==> src/rtl/strobe_sipo_pkg.sv <==
`timescale 1ns/1ps
package strobe_sipo_pkg;
  localparam int unsigned STAGE_BITS = 8;

  function automatic int unsigned chain_width(input int unsigned stages);
    return stages * STAGE_BITS;
  endfunction

  // Active-low drive level for one output: low only when enabled and set.
  function automatic logic drive_level(input logic stored, input logic enable);
    return !(stored && enable);
  endfunction
endpackage

==> src/rtl/sipo_stage.sv <==
`timescale 1ns/1ps
module sipo_stage #(
  parameter int unsigned WIDTH = 8
) (
  input  logic             clk,
  input  logic             rst,
  input  logic             din,
  output logic [WIDTH-1:0] q,
  output logic             dout
);
  logic [WIDTH-1:0] bits_q;
  logic [WIDTH-1:0] bits_d;

  generate
    if (WIDTH > 1) begin : g_multi
      always_comb bits_d = {bits_q[WIDTH-2:0], din};
    end else begin : g_single
      always_comb bits_d = din;
    end
  endgenerate

  always_ff @(posedge clk) begin
    if (rst) bits_q <= '0;
    else     bits_q <= bits_d;
  end

  assign q    = bits_q;
  assign dout = bits_q[WIDTH-1];

  // newest bit lands in position 0
  a_r2_capture_input: assert property (@(posedge clk) disable iff (rst)
    1'b1 |=> bits_q[0] == $past(din));

  generate
    if (WIDTH > 1) begin : g_shift_chk
      // every other bit moves up by one
      a_r2_shift_up: assert property (@(posedge clk) disable iff (rst)
        1'b1 |=> bits_q[WIDTH-1:1] == $past(bits_q[WIDTH-2:0]));
    end
  endgenerate
endmodule

==> src/rtl/strobe_gate.sv <==
`timescale 1ns/1ps
module strobe_gate
  import strobe_sipo_pkg::*;
#(
  parameter int unsigned WIDTH = 8
) (
  input  logic             strobe,
  input  logic [WIDTH-1:0] bits,
  output logic [WIDTH-1:0] out_n
);
  generate
    for (genvar i = 0; i < WIDTH; i++) begin : g_pin
      assign out_n[i] = drive_level(bits[i], strobe);
    end
  endgenerate

  // with the strobe low nothing is driven
  always_comb begin
    if (strobe === 1'b0) begin
      a_r4_idle_high: assert (out_n == {WIDTH{1'b1}});
    end
  end
endmodule

==> src/rtl/strobe_sipo_driver.sv <==
`timescale 1ns/1ps
module strobe_sipo_driver
  import strobe_sipo_pkg::*;
#(
  parameter int unsigned STAGES = 1
) (
  input  logic                            clk,
  input  logic                            rst,
  input  logic                            ser_in,
  input  logic                            strobe,
  output logic [STAGE_BITS*STAGES-1:0]    out_n,
  output logic                            cascade_out
);
  localparam int unsigned TOTAL = chain_width(STAGES);

  logic [TOTAL-1:0]  chain_q;
  logic [STAGES:0]   link;

  assign link[0] = ser_in;

  generate
    for (genvar s = 0; s < STAGES; s++) begin : g_stage
      sipo_stage #(.WIDTH(STAGE_BITS)) u_stage (
        .clk  (clk),
        .rst  (rst),
        .din  (link[s]),
        .q    (chain_q[s*STAGE_BITS +: STAGE_BITS]),
        .dout (link[s+1])
      );
    end
  endgenerate

  strobe_gate #(.WIDTH(TOTAL)) u_gate (
    .strobe (strobe),
    .bits   (chain_q),
    .out_n  (out_n)
  );

  assign cascade_out = link[STAGES];

  // a reset cycle leaves everything inactive
  a_r1_reset_clears: assert property (@(posedge clk)
    rst |=> (out_n == {TOTAL{1'b1}}) && !cascade_out);

  // stored bits follow the shift history no matter what the strobe did
  a_r5_strobe_keeps_bits: assert property (@(posedge clk) disable iff (rst)
    1'b1 |=> chain_q[TOTAL-1:1] == $past(chain_q[TOTAL-2:0]));

  // cascade carries the bit just below the top one, one edge later
  a_r7_cascade_moves: assert property (@(posedge clk) disable iff (rst)
    1'b1 |=> cascade_out == $past(chain_q[TOTAL-2]));

  generate
    for (genvar s = 1; s < STAGES; s++) begin : g_link_chk
      // the top of stage s-1 feeds the bottom of stage s
      a_r8_stage_link: assert property (@(posedge clk) disable iff (rst)
        1'b1 |=> chain_q[s*STAGE_BITS] == $past(chain_q[s*STAGE_BITS-1]));
    end
  endgenerate
endmodule

==> config.mk <==
export PLATFORM = sky130hd
export DESIGN_NAME = strobe_sipo_driver
export DESIGN_NICKNAME = d
export VERILOG_FILES = /design/src/rtl/strobe_sipo_pkg.sv /design/src/rtl/sipo_stage.sv /design/src/rtl/strobe_gate.sv /design/src/rtl/strobe_sipo_driver.sv
export SDC_FILE = /design/constraint.sdc
export NUM_CORES = 1
export LEC_CHECK = 0
export ABC_AREA = 1
export BUFFER_PORTS_ARGS = -buffer_cell sky130_fd_sc_hd__buf_2
export CORE_AREA = 3 3 40 42
export CTS_CLUSTER_SIZE = 40
export DETAILED_ROUTE_END_ITERATION = 8
export DIE_AREA = 0 0 43 45
export PLACE_DENSITY = 0.49
export SLEW_MARGIN = 25
export SYNTH_ARGS = -nofsm -noshare
export SYNTH_HDL_FRONTEND = slang
export SYNTH_SLANG_ARGS = --single-unit
export TNS_END_PERCENT = 100
==> constraint.sdc <==
create_clock -name clk -period 0.8 [get_ports clk]
set_clock_uncertainty 0.15 [all_clocks]
set_input_delay 0.04 -clock clk [delete_from_list [all_inputs] [get_ports clk]]
set_output_delay 0.04 -clock clk [all_outputs]
set_load 0.005 [all_outputs]
# Word-level counts from Yosys, hierarchy flattened
# Index checks and enable logic that the tools add are counted.
# op_classes
reduce_logical,16
# op_table
cell,count
$logic_and 1x1->1,8
$logic_not 1->1,8
# totals
reg_bits,8
out_inout_bits,9
input_bits,4
word_cells,17

# Logic depth before layout (Yosys ltp)
# depth
word_depth,2
depth_mapped,2
mapped_depth_nobuf,2

# By module
# Synthesis repeated with hierarchy kept, for this count alone.
# hier_totals
hier_cells,35
area_unflattened_um2,274.0
# modules_own_cells
module,area_each_um2,seq_area_each_um2,cells_each,n_inst
sipo_stage,239.0,160.2,26,1
strobe_gate,35.0,0.0,9,1

# Least setup slack after synthesis
# OpenSTA, ideal clock, no wires.
# synth_path
path_type,reg-to-reg
from,register g_stage[0].u_stage.bits_q[6]
to,register g_stage[0].u_stage.bits_q[7]
path_buffers,0
setup_time_ns,0.112
synth_period_minus_slack_ns,0.655
t_arrival_ns,0.392
stages_incl_launch_ff,3
setup_slack_ns,0.145
required_time_ns,0.538
path_cell_list,dfxtp_1 -> inv_1 -> nor2_4
# synth_lines
item,line,rtl
"start, declared",sipo_stage.sv:11,logic [WIDTH-1:0] bits_q;
"start signal, assigned",sipo_stage.sv:24,else bits_q <= bits_d;
# No word-level cell between the ends.

# Worst setup path in the final report
# layout_path
from,register g_stage[0].u_stage.bits_q[4]
to,output port out_n[4]
# layout_via
elab_chain_cells,2
# layout_lines
item,line,rtl
$logic_and 1x1->1,strobe_sipo_pkg.sv:11,return !(stored && enable);
$logic_not 1->1,strobe_sipo_pkg.sv:11,
"end, declared",strobe_sipo_driver.sv:11,"output logic [STAGE_BITS*STAGES-1:0] out_n,"
# Every way passes these cells.

==> flow_summary.yaml <==
clock_network:
  numCtsBuffers: 3
  cts.sinks: 8
  clock_latency_ps: 250
  htreeDepth: 1
  cts_root_buf: "clkbuf_4"
  cts_tree: "built"
  cts_setup_buffers: 0
  cts-hold-fix-buffers: 1
  path_clk_slew_ps: 50
  ctsLongestPathBuffers: 2
synth:
  netlist_area_um2: 292
  synth-xor-area-share: 0
  yosys_warnings: 0
  syn_inst: 34
  synth-compound-area-share: 0
  synthesis.nets: 38
  yosysSeqAreaShare: 0.549
  synth_fa_ha_area_frac: 0
  yosys.area_share.simple: 0.292
  ys_top_cells_by_area: "dfxtp_1 (55%), nor2_2 (15%), inv_1 (10%)"
  synth_top_area_share: 0.549
  yosysTopAreaCell: "dfxtp_1"
  ys_seq_elements: 8
  synthDistinctLibCells: 7
  synthMuxAreaShare: 0
  syn_avg_cell_area_um2: 8.57
  synth_top_family_by_area: "simple AND/OR/NAND/NOR gates"
global_route:
  grt_pass1_vias: 201
  gr-total-overflow: 0
  grt_max_degree: 9
  grt.total_usage: 0.0609
  grt_pass1_wl_um: 786
  antenna_found_initial: 0
detailed_routing:
  drt_iter0_markers: 1
  finalWirelength_um: 475
  ant_nets: 0
  avgRoutedWirePerCell_um: 7.54
  num_vias: 223
  via_per_inst: 3.54
  drt_pass1_iterations: 2
  drc: 0
sta:
  finalHoldViolCount: 8
  worst_slack_ps: -126
  rsz0062_at_grt: "yes"
  holdWs_ps: -37.4
  worst_pin_slew_ps: 240
  max_slew_margin: 0.840
  fmax_mhz: 1080
  tns_ps: -1020
  period_needed_ps: 926
  slew_viol_final: 0
  setup_violations: 9
  period_share: 1.16
worst_setup_path:
  cp-end-kind: "primary output"
  start_kind: "flop"
  cp.arrival_ps: 740
  slowest_stage: "dfxtp_2"
  critical_path_required_ps: 610
  path_delay_family: "flip-flops"
  worst-path-buf-inv: 1
  crit_path_max_fanout: 2
  slowest_delay_ps: 320
  path_cells: "nand2_1, buf_2"
  setup.worst_path.class: "reg2out"
floorplanning:
  pin_count: 13
  rows: 13
  die_w_um: 43
  die_area_um2: 1940
  initial_core_util: 0.227
  chipHeight_um: 45
  coreArea_um2: 1280
pwr:
  switchingPower_mw: 0.154
  combPwrFrac: 0.058
  pwr-share-clk: 0.393
  switching_share: 0.205
  internal_power_mw: 0.597
  powerDensity_nw_per_um2: 1890
  peakVddDrop_mv: 0.820
  seqPwrFrac: 0.548
  p_leak_nw: 0.154
finish:
  diodes: 0
  final_area_um2: 397
  syn_to_final_growth_pct: 36.1
  layout.nets: 54
  finalNonFillerCells: 63
  drive_gt1_frac: 0.646
  largest_reg_flops: 8
  fin_util: 0.309
place:
  place.gp.congestion: 0.589
  numPlacedInstances: 59
  place.port_buffers: 12
  place_area_um2: 354
  hpwl_um: 342
outcome:
  status: "complete, but fails checks"
  violations: "negative hold slack, negative setup slack"
hold_path:
  min_path_type: "in2reg"
job:
  cap_violations: 0
==> worst reg2reg max path, stage by stage, from the launching register on <==
cell and delay, ps:
dfxtp_2 310, inv_1 80, nor2_4 30
==> power groups by stage <==
stage	combinational [mW]	clock [mW]	sequential (mW)
after floorplan	0.0319	0	0.418
after CTS	0.0450	0.319	0.411
after global placement	0.0411	0	0.419
after global routing	0.0487	0.348	0.412
final	0.0438	0.295	0.412
after detailed placement	0.0409	0	0.419
==> stage by stage <==
stage / worst slack, ps / power [mW] / hold WS, ps
3_3_place_gp: 125 / 0.460 / 88.8
2_1_floorplan: 145 / 0.450 / 4.40
6_report: -126 / 0.751 / -37.4
4_1_cts: -148 / 0.775 / -43.4
3_5_place_dp: 122 / 0.460 / 93.9
5_1_grt: -190 / 0.809 / -40.3
==> final timing paths <==
path | from | end | slack [ps] | cells after the start
setup / recovery | g_stage[0].u_stage.q[4] | out_n[4] | -130 | 2
hold / removal | rst | g_stage[0].u_stage.q[7] | -40 | 2
setup reg to reg | g_stage[0].u_stage.q[6] | g_stage[0].u_stage.q[7] | 120 | 2
hold reg to reg | g_stage[0].u_stage.q[3] | g_stage[0].u_stage.q[4] | 270 | 2
==> logic make-up after synthesis <==
family	after synthesis
AND/OR/NAND/NOR	16
buffers and inverters	10
flip-flops	8
==> cell usage in the layout (no fill, tap or decap) <==
cell | Yosys | final
nor2_2 | 7 | 7
inv_1 | 8 | 8
buf_2 | 1 | 12
clkbuf_4 | 0 | 3
nor2_4 | 1 | 1
dfxtp_2 | 0 | 8
nand2_1 | 8 | 8
dlygate4sd3_1 | 0 | 1
==> Yosys cell counts, drive strengths merged <==
cell,n
dfxtp,8
inv,8
nand2,8
nor2,8
buf,2
==> what timing repair did <==
item | 4_1_cts | 5_1_grt
endpoints found under the hold margin | 8 | 8
setup endpoints to repair | 9 | 9
gates resized for setup | 8 | 0
gates cloned | 0 | 0
pin swaps | 0 | 0
==> area by class of cell <==
class | count | area, um^2
sequential | 8 | 170
tap | 15 | 18.8
multi-input combinational | 16 | 85.1
fill | 149 | 888
inverter | 8 | 30.0
clock buffer | 3 | 22.5
timing repair buffer | 13 | 70.1
==> layer usage <==
metal  up-vias  GRT usage  share of wire
met5         -          0              0
met4         0     0.0361              0
met3         0     0.0598           0.15
met2        13     0.0719           0.43
met1        90     0.0680           0.42
li1        120          -              -
No activity file was read; power rests on OpenSTA's default activity.
